### src/rtl/pin_bank_pkg.sv
package pin_bank_pkg;
  localparam int REG_ADDR_W = 3;
  typedef enum logic [REG_ADDR_W-1:0] {
    A_PINS = 3'd0,
    A_OUT  = 3'd1,
    A_DIR  = 3'd2,
    A_ALT  = 3'd3,
    A_FALL = 3'd4,
    A_IEN  = 3'd5,
    A_FLAG = 3'd6
  } reg_addr_e;
endpackage

### src/rtl/pin_sync.sv
module pin_sync #(
  parameter int W      = 8,
  parameter int STAGES = 2
) (
  input  logic         clk,
  input  logic         rst,
  input  logic [W-1:0] din,
  output logic [W-1:0] dout
);
  logic [W-1:0] st [STAGES];

  always_ff @(posedge clk) begin
    if (rst) begin
      for (int k = 0; k < STAGES; k++) st[k] <= '0;
    end else begin
      st[0] <= din;
      for (int k = 1; k < STAGES; k++) st[k] <= st[k-1];
    end
  end

  assign dout = st[STAGES-1];
endmodule

### src/rtl/pin_edge_flags.sv
module pin_edge_flags #(
  parameter int W = 8
) (
  input  logic         clk,
  input  logic         rst,
  input  logic [W-1:0] level,
  input  logic [W-1:0] fall_sel,
  input  logic         sw_wr,
  input  logic [W-1:0] sw_data,
  output logic [W-1:0] flags
);
  logic [W-1:0] prev_q;
  logic [W-1:0] hw_set;
  logic [W-1:0] flags_q;

  for (genvar i = 0; i < W; i++) begin : g_edge
    assign hw_set[i] = fall_sel[i] ? (prev_q[i] & ~level[i])
                                   : (~prev_q[i] & level[i]);
  end

  always_ff @(posedge clk) begin
    if (rst) begin
      prev_q  <= '0;
      flags_q <= '0;
    end else begin
      prev_q  <= level;
      flags_q <= (sw_wr ? sw_data : flags_q) | hw_set;
    end
  end

  assign flags = flags_q;

  // without a software write no flag bit ever drops
  assert_flag_sticky_R7: assert property (@(posedge clk) disable iff (rst)
    !sw_wr |=> ((flags_q & $past(flags_q)) == $past(flags_q)));

  // a detected edge survives a same-cycle software write
  assert_hw_wins_R8: assert property (@(posedge clk) disable iff (rst)
    (sw_wr && (hw_set != '0)) |=> ((flags_q & $past(hw_set)) == $past(hw_set)));
endmodule

### src/rtl/pin_bank_irq.sv
module pin_bank_irq
  import pin_bank_pkg::*;
#(
  parameter int PINS = 8
) (
  input  logic                  clk,
  input  logic                  rst,
  input  logic [REG_ADDR_W-1:0] bus_addr,
  input  logic                  bus_wr,
  input  logic [PINS-1:0]       bus_wdata,
  output logic [PINS-1:0]       bus_rdata,
  input  logic [PINS-1:0]       pad_in,
  input  logic [PINS-1:0]       alt_out,
  output logic [PINS-1:0]       pad_out,
  output logic [PINS-1:0]       pad_oe,
  output logic                  irq
);
  localparam int SYNC_STAGES = 2;

  logic [PINS-1:0] out_q, dir_q, alt_q, fall_q, ien_q;
  logic [PINS-1:0] pin_lvl, flags;
  logic [PINS-1:0] rd_mux, drive_mux;
  logic [PINS-1:0] rdata_q, pad_out_q, pad_oe_q;
  logic            irq_q;
  logic            flag_wr;

  pin_sync #(.W(PINS), .STAGES(SYNC_STAGES)) u_sync (
    .clk(clk), .rst(rst), .din(pad_in), .dout(pin_lvl)
  );

  assign flag_wr = bus_wr && (bus_addr == A_FLAG);

  pin_edge_flags #(.W(PINS)) u_flags (
    .clk(clk), .rst(rst), .level(pin_lvl), .fall_sel(fall_q),
    .sw_wr(flag_wr), .sw_data(bus_wdata), .flags(flags)
  );

  always_ff @(posedge clk) begin
    if (rst) begin
      out_q  <= '0;
      dir_q  <= '0;
      alt_q  <= '0;
      fall_q <= '0;
      ien_q  <= '0;
    end else if (bus_wr) begin
      case (bus_addr)
        A_OUT:  out_q  <= bus_wdata;
        A_DIR:  dir_q  <= bus_wdata;
        A_ALT:  alt_q  <= bus_wdata;
        A_FALL: fall_q <= bus_wdata;
        A_IEN:  ien_q  <= bus_wdata;
        default: ;
      endcase
    end
  end

  always_comb begin
    case (bus_addr)
      A_PINS:  rd_mux = pin_lvl;
      A_OUT:   rd_mux = out_q;
      A_DIR:   rd_mux = dir_q;
      A_ALT:   rd_mux = alt_q;
      A_FALL:  rd_mux = fall_q;
      A_IEN:   rd_mux = ien_q;
      A_FLAG:  rd_mux = flags;
      default: rd_mux = '0;
    endcase
  end

  for (genvar i = 0; i < PINS; i++) begin : g_drive
    assign drive_mux[i] = alt_q[i] ? alt_out[i] : out_q[i];
  end

  always_ff @(posedge clk) begin
    if (rst) begin
      rdata_q   <= '0;
      pad_out_q <= '0;
      pad_oe_q  <= '0;
      irq_q     <= 1'b0;
    end else begin
      rdata_q   <= rd_mux;
      pad_out_q <= drive_mux;
      pad_oe_q  <= dir_q;
      irq_q     <= |(flags & ien_q);
    end
  end

  assign bus_rdata = rdata_q;
  assign pad_out   = pad_out_q;
  assign pad_oe    = pad_oe_q;
  assign irq       = irq_q;

  // an enabled pending flag raises the request on the next clock
  assert_irq_rise_R9: assert property (@(posedge clk) disable iff (rst)
    ((flags & ien_q) != '0) |=> irq);

  // with nothing enabled and pending the request drops
  assert_irq_fall_R9: assert property (@(posedge clk) disable iff (rst)
    ((flags & ien_q) == '0) |=> !irq);

  // output enables track the direction register one clock later
  assert_oe_track_R3: assert property (@(posedge clk) disable iff (rst)
    1'b1 |=> (pad_oe == $past(dir_q)));
endmodule

### config.mk
export PLATFORM = sky130hd
export DESIGN_NAME = pin_bank_irq
export DESIGN_NICKNAME = d
export VERILOG_FILES = /design/src/rtl/pin_bank_pkg.sv /design/src/rtl/pin_sync.sv /design/src/rtl/pin_edge_flags.sv /design/src/rtl/pin_bank_irq.sv
export SDC_FILE = /design/constraint.sdc
export NUM_CORES = 1
export LEC_CHECK = 0
export BUFFER_PORTS_ARGS = -buffer_cell sky130_fd_sc_hd__buf_2
export CAP_MARGIN = 20
export CORE_MARGIN = 5
export CORE_UTILIZATION = 61
export DETAILED_ROUTE_END_ITERATION = 10
export MAX_ROUTING_LAYER = met4
export PLACE_DENSITY = 0.95
export SLEW_MARGIN = 10
export SYNTH_ARGS = -nofsm -noshare
export SYNTH_HDL_FRONTEND = slang
export SYNTH_SLANG_ARGS = --single-unit
### constraint.sdc
create_clock -name clk -period 2.77 [get_ports clk]
set_input_delay 0 -clock clk [delete_from_list [all_inputs] [get_ports clk]]
set_output_delay 0 -clock clk [all_outputs]
set_load 0.03 [all_outputs]
==> Word-level counts from Yosys, hierarchy flattened <==
Memories as Yosys holds them, arrays and structs flattened.
Cells that the tools add are included.
{ "word_totals": {"ram_bits": 16, "elab_cells": 85, "regBits": 81, "n_memories": 1} }
{ "mem_list": {"columns": ["memory", "depth", "width", "read_ports", "rd_ports_with_merged_regs", "write_ports", "line_no", "rtl"], "rows": [
  ["u_sync.st", 2, 8, 2, 0, 2, "pin_sync.sv:10", "logic [W-1:0] st [STAGES];"]
]} }
{ "op_classes": {"n_reduce_logical": 8, "n_mux": 23, "bitwise_logic": 36, "eq_ne": 6} }
{ "op_table": {"columns": ["cell", "n"], "rows": [
  ["$pmux W8 S7", 1],
  ["$mux W8", 3],
  ["$mux W1", 19],
  ["$and A1 B1 Y1", 16],
  ["$not A1 Y1", 16],
  ["$reduce_and A2 Y1", 5],
  ["$eq A3 B3 Y1 const B", 3],
  ["$and A8 B8 Y8", 1],
  ["$or A8 B8 Y8", 1],
  ["$reduce_or A8 Y1", 1],
  ["$eq A3 B2 Y1 const B", 2],
  ["$eq A3 B1 Y1 const B", 1],
  ["$logic_not A3 Y1", 1],
  ["$or A1 B1 Y1", 2],
  ["$logic_and A1 B1 Y1", 1]
]} }

==> Logic depth before layout (Yosys ltp) <==
Gate-level depths: netlist of run 1.
{ "logic_depth": {"depth_word": 4, "depth_mapped": 6, "mapped_depth_nobuf": 3} }

==> By module <==
From an unflattened synthesis of run 1, not the netlist that was laid out.
{ "unflattened": {"hier_cells": 400, "hier_area_um2": 3846.2} }
{ "modules_own_cells": {"columns": ["module", "cells_each", "area_each_um2", "instances"], "rows": [
  ["pin_bank_irq", 301, 2681.3, 1],
  ["pin_edge_flags", 58, 640.6, 1],
  ["pin_sync", 41, 524.3, 1]
]} }

==> Worst setup path before layout of run 1 <==
Ideal clock, no wire load.
{ "synth_path": {"kind": "flip-flop to flip-flop", "from": "reg out_q[0]", "to": "reg rdata_q[0] (netlist: bus_rdata[0])", "path_buffers": 0, "arrival_time_ns": 0.907, "setup_slack_ns": 1.733, "path_stages_with_launch": 4, "synth_period_minus_slack_ns": 1.037, "path_cell_list": "dfxtp_1 > mux4_1 > nor2_1 > a311oi_1"} }
{ "synth_between": {"elab_chain_cells": 1} }
{ "synth_lines": {"columns": ["element", "line_no", "rtl"], "rows": [
  ["start, declared", "pin_bank_irq.sv:20", "logic [PINS-1:0] out_q, dir_q, alt_q, fall_q, ien_q;"],
  ["start signal, assigned", "pin_bank_irq.sv:47", "A_OUT: out_q <= bus_wdata;"],
  ["$pmux W8 S7", "pin_bank_irq.sv:58", "case (bus_addr)"],
  ["end signal, assigned", "pin_bank_irq.sv:81", "rdata_q <= rd_mux;"],
  ["end, declared", "pin_bank_irq.sv:23", "logic [PINS-1:0] rdata_q, pad_out_q, pad_oe_q;"]
]} }
No other way between the ends.
A chain may end at the register's enable or synchronous reset.

==> Worst setup path after layout of run 1 <==
{ "layout_path": {"from": "in bus_addr[0]", "to": "reg out_q[6]"} }
{ "layout_between": {"elab_chain_cells": 2} }
{ "layout_lines": {"columns": ["element", "line_no", "rtl"], "rows": [
  ["start, declared", "pin_bank_irq.sv:8", "input logic [REG_ADDR_W-1:0] bus_addr,"],
  ["$eq A3 B1 Y1", "pin_bank_irq.sv:46", "case (bus_addr)"],
  ["$reduce_and A2 Y1 (no line)", null, null]
]} }
No other way between the ends.

==> flow_summary.ini, run 1 <==
[placement]
place.gp.congestion = 0.852
dp_hpwl_mm = 5.23
dpl_cell_area_mm2 = 0.00405
numPortBuffers = 54

[routing]
ant_nets = 0
vias = 2917
drt-pass1-iter-count = 4
drt_iter0_markers = 244
drt-total-wl_mm = 8.29
drc = 0
vias_per_cell = 5.68
routed_wire_length_per_instance_um = 16.1

[timing]
hold_viol_final = 0
tightest_slew_ns = 0.656
whs_ns = 0.137
finalMaxSlewViolations = 0
relSlewSlack = 0.562
rsz0062_at_grt = false
finalSetupTns_ns = 0
post-route-period-util = 0.488
setup_viol = 0
clock_skew_ns = 0.00531
max_freq_mhz = 740
period_minus_slack_ns = 1.35

[critical_path]
cp-start-kind = input pin
critical_path.endpoint_type = flop
reg2regPathDepth = 3
r2r-start = out_q[3]
crit_type = in2reg
worstPathMaxFanout = 28
cpPeakStageDelay_ns = 0.72
reg2reg_slack_ns = 1.57
arrival_ns = 1.59
critPathSlowestCell = and4bb_1
worst_r2r_endpoint = bus_rdata[3]
path_cells = buf_2 -> and4bb_1 -> mux2i_1 -> nor2_1
cp.required_ns = 3.01

[clock_network]
cts_setup_buffers = 0
cts_buffer_depth = 2
htreeDepth = 3
clk_latency_ns = 0.36
tritoncts = done
cts_root_buf = clkbuf_8
path_clk_slew_ns = 0.09
cts.sinks = 97
cts_buffers = 9

[global_routing]
grt_remaining_overflow = 0
antenna_found_initial = 0
track_usage = 0.228
grt_pass1_wl_mm = 13.3
grt_max_degree = 48
grt_pass1_vias = 2690

[yosys]
syn_avg_cell_area_um2 = 10.5
synth_area_leader_cell = dfxtp_1
yosysMostFrequentCell = dfxtp_1
synth-seq-cells = 97
synth_edf_count = 0
synth_warnings = 0
synthTopCellsByCount = dfxtp_1 (97), mux2i_1 (50), nand2_1 (39), nor2_1 (39), nor2b_1 (33)
syn_inst = 366
synth_area_leaders = dfxtp_1 (51%), mux2i_1 (13%), nor2b_1 (5.4%)
async_reset_ff_frac = 0
synth_cell_types = 32
synth_top_area_frac = 0.506
syn-num-nets = 396
ys_dominant_reg_cell = dfxtp_1
ys_seq_area_frac = 0.506
syn_area_mm2 = 0.00384

[job]
drv_cap = 0

[min_path]
hold_end = bus_rdata[1]
min_from = bus_addr[1]
hp-class = in2reg
holdPathStages = 3

[run_status]
status = finished clean

[finish]
utilization = 0.745
nNetsFinal = 464
diodes = 0
syn2layout_area_growth_pct = 17.0
design_area_mm2 = 0.00449
drive_gt1_frac = 0.187
nFillCells = 413
largest_register_ffs = 16
registers.top_by_ff_count = u_sync.st

[power]
leakagePower_nw = 1.81
ir_drop_uv = 420
power-per-cell-area_mw_per_mm2 = 559

[floorplanning]
num_rows = 28
die_h_um = 89.3
die_w_um = 89.3
pin_count = 55
initial_core_util = 0.637
core_area_mm2 = 0.00603
dieArea_mm2 = 0.00797
[worst max path at each step]
stage	startpoint	to	slack, ns	cells past startpoint
6_report	bus_addr[0]	out_q[6]	1.42	4
5_1_grt	bus_addr[0]	out_q[6]	1.42	4
4_1_cts	bus_addr[0]	out_q[6]	1.49	4
3_5_place_dp	bus_addr[0]	out_q[6]	1.09	4
3_3_place_gp	bus_addr[0]	out_q[0]	1.17	4
2_1_floorplan	out_q[0]	bus_rdata[0]	1.73	3
[stage by stage]
stage	instances	power [W]	worst slack, ns
global placement	471	0.00168	1.17
global route	514	0.00261	1.42
CTS	514	0.00253	1.49
detailed placement	471	0.00169	1.09
floorplan	366	0.00164	1.73
finish	514	0.00251	1.42
[critical path: cells and delay by family]
family | cells | cell delay [ns]
and+or+nand+nor | 2 | 0.78
muxes | 1 | 0.29
buffers and inverters | 1 | 0.51
[layout make-up]
type	count	area [µm²]	area share
well taps	75	93.8	0.0209
multi-input cells	242	1720	0.383
repair buffers	83	556	0.124
clock inverters	5	31.3	0.00697
inverters	1	3.75	0.000836
clock buffers	11	141	0.0315
flip-flops and latches	97	1940	0.433
[cell usage in the layout (no fill, tap or decap)]
master         Yosys  final
clkbuf_1           9      1
nand2_1           39     39
buf_4              2      2
nand4b_1           3      3
a311oi_1           7      7
a31oi_1            9      9
or3b_2             8      8
or2_2              1      1
a22oi_1            4      4
clkbuf_8           0     10
and4b_1            2      2
a41oi_1            1      1
dfxtp_1           97     97
nand3b_1           8      8
clkinv_4           0      1
mux4_1             7      7
clkinv_2           0      3
dlygate4sd3_1      0     27
nor2_1            39     39
o32a_1             1      1
a21oi_1           16     16
clkinvlp_4         0      1
nand3_1            1      1
inv_1              1      1
and4bb_1           2      2
nor2b_1           33     33
or3_1              1      1
nand2b_1           1      1
a31o_2             1      1
buf_2              8     54
and2b_1            1      1
mux2i_1           50     50
and4bb_2           1      1
or2_1              6      6
[timing repair]
item | CTS | global route
gates resized for setup | 0 | 0
endpoints found under the hold margin | 61 | 0
hold buffers | 27 | 0
[report_power, final]
group	leakage (nW)	switching (W)	internal, W
Clock	0.0891	0.000468	0.000348
Combinational	0.930	0.000124	0.000107
Sequential	0.790	0.0000259	0.00144
Total	1.81	0.000618	0.00189
[cell families after synthesis]
group                  count (synthesis)  synth area share
AO/OA/AOI/OAI                         39            0.0665
buffers and inverters                 27            0.0450
flip-flops                            97             0.506
multiplexers                          57             0.178
AND/OR/NAND/NOR                      146             0.204
[per-layer routing]
layer / GRT usage / routed length (µm)
met5: - / 0
met4: 0.0893 / 197
met3: 0.0627 / 802
met2: 0.343 / 3810
met1: 0.292 / 3470
Note: power is estimated with default switching activity, not from simulation.
==> run 2, diff against run 1 <==
CORE_UTILIZATION = 51   (was 61)
PLACE_DENSITY = 0.86   (was 0.95)
clock period = 1.1 ns   (was 2.77 ns; I/O delays follow)
==> run 2 against run 1 <==
  * Hold slack lost 0.061 ns
  * Setup slack lost 1.4 ns
  * First-iteration DRC count down 37%
  * Combinational power rose to 2.8 times the previous value
  * Critical path depth decreased by 1
  * Utilization shrank 7.7 points
  * Design area grew 8.5%
  * Non-clock buffer count grew 33
  * Clock skew increased by 0.0036 ns
  * Global-route usage is 3.0 points lower
  * Die area grew 17%
  * Clock power grew to 3.4 times the previous value
  * Largest power group unchanged
==> flow_summary.ini, run 2 (synthesis results as in run 1) <==
[run_status]
status = finished clean

[clock_network]
tritoncts = done
path_clk_slew_ns = 0.09
cts_root_buf = clkbuf_8
cts_buffers = 9
cts.sinks = 97
cts_buffer_depth = 2
clk_latency_ns = 0.36
htreeDepth = 3

[critical_path]
worst_r2r_endpoint = bus_rdata[5]
cp.required_ns = 1.34
critPathSlowestCell = mux4_2
r2r-start = fall_q[5]
path_cells = mux4_2 -> nor2_2 -> a311oi_1
worstPathMaxFanout = 4
crit_start = fall_q[5]
arrival_ns = 1.32
reg2regPathDepth = 3
critical_path.endpoint_type = flop
cp-start-kind = flop
crit_end = bus_rdata[5]
reg2reg_slack_ns = 0.02
crit_type = reg2reg
cpPeakStageDelay_ns = 0.46

[routing]
drt_iter0_markers = 153
vias_per_cell = 5.29
drc = 0
vias = 3022
routed_wire_length_per_instance_um = 15.3
drt-total-wl_mm = 8.75
drt-pass1-iter-count = 4
ant_nets = 0

[timing]
hold_viol_final = 0
period_minus_slack_ns = 1.08
tightest_slew_ns = 0.489
post-route-period-util = 0.980
whs_ns = 0.0761
relSlewSlack = 0.674
max_freq_mhz = 927
setup_viol = 0
finalMaxSlewViolations = 0
rsz0062_at_grt = true
clock_skew_ns = 0.00892

[finish]
nNetsFinal = 497
mostFrequentLayoutCell = dfxtp_1
diodes = 0
registers.top_by_ff_count = u_sync.st
nFillCells = 583
design_area_mm2 = 0.00487
multiInputGateArea_mm2 = 0.00171
seq_area_mm2 = 0.00198
utilization = 0.668
largest_register_ffs = 16
syn2layout_area_growth_pct = 27.0
layout_common_cells = dfxtp_1 (66), buf_2 (54), mux2i_1 (50)
drive_gt1_frac = 0.337

[floorplanning]
core_area_mm2 = 0.00729
dieArea_mm2 = 0.00936
die_w_um = 96.7
pin_count = 55
die_h_um = 96.7
initial_core_util = 0.526
num_rows = 31

[power]
p_switching_w = 0.00157
p_seq_frac = 0.521
power_w = 0.00709
p_sw_frac = 0.222
p_clk_frac = 0.387
leakagePower_nw = 1.99
power-per-cell-area_mw_per_mm2 = 1450
p_comb_frac = 0.092
ir_drop_uv = 1010
p_int_w = 0.00552

[placement]
numPortBuffers = 54
place.gp.congestion = 0.865
dp_hpwl_mm = 5.99
dpl_cell_area_mm2 = 0.00432

[global_routing]
track_usage = 0.198
antenna_found_initial = 0
grt_max_degree = 44
grt_remaining_overflow = 0
grt_pass1_vias = 3058
grt_pass1_wl_mm = 14.8

[min_path]
hp-class = in2reg
min_from = rst

[job]
drv_cap = 0
-- run 2: critical path: cells and delay by family, from the launching register on --
| family | cells | cell delay (ns) |
|---|---|---|
| AND/OR/NAND/NOR | 1 | 0.11 |
| AO/OA/AOI/OAI | 1 | 0.05 |
| flip-flops | 1 | 0.34 |
| multiplexers | 1 | 0.46 |
-- run 2: how the worst min path moves through the flow --
stage / endpoint / slack (ns) / cells past startpoint
after floorplan: u_sync.st[0][0] / 0.13 / 1
after global placement: u_sync.st[0][7] / 0.21 / 2
after detailed placement: u_sync.st[0][6] / 0.21 / 2
after CTS: bus_rdata[3] / 0.06 / 3
after global routing: bus_rdata[3] / 0.09 / 3
final: alt_q[5] / 0.08 / 3
-- run 2: per-layer routing --
| layer | vias up | GRT usage | part of all wire |
|---|---|---|---|
| met2 | 79 | 0.330 | 0.49 |
| met5 | - | - | 0 |
| li1 | 1463 | - | - |
| met3 | 18 | 0.0489 | 0.050 |
| met1 | 1462 | 0.232 | 0.44 |
| met4 | 0 | 0.0691 | 0.015 |
-- run 2: final cells by class --
type                    instances  area share
clock inverters                 5      0.0211
inverters                       1    0.000771
clock buffers                  11      0.0290
well taps                      99      0.0254
flip-flops and latches         97       0.407
repair buffers                116       0.166
multi-input cells             242       0.351
-- run 2: power groups by stage --
stage | Clock (W) | Sequential (W) | Combinational [W]
2_1_floorplan | 0 | 0.00379 | 0.000329
3_3_place_gp | 0 | 0.00376 | 0.000547
3_5_place_dp | 0 | 0.00377 | 0.000568
4_1_cts | 0.00278 | 0.00369 | 0.000640
5_1_grt | 0.00293 | 0.00371 | 0.000711
6_report | 0.00274 | 0.00369 | 0.000652
-- run 2: what timing repair did --
| item | in CTS | in global routing |
|---|---|---|
| gates resized for setup | 10 | 34 |
| pin swaps | 2 | 10 |
| hold buffers | 24 | 0 |
| endpoints found under the setup margin | 6 | 12 |
| buffers inserted | 2 | 3 |
| endpoints found under the hold margin | 52 | 0 |
-- run 2: metrics by stage --
stage / setup WS (ns) / setup TNS, ns / instances
6_report: 0.0215 / 0 / 571
4_1_cts: 0.000148 / 0 / 568
2_1_floorplan: 0.0634 / 0 / 366
3_5_place_dp: -0.206 / -4.33 / 526
3_3_place_gp: -0.138 / -2.62 / 526
5_1_grt: -0.0323 / -0.0978 / 571
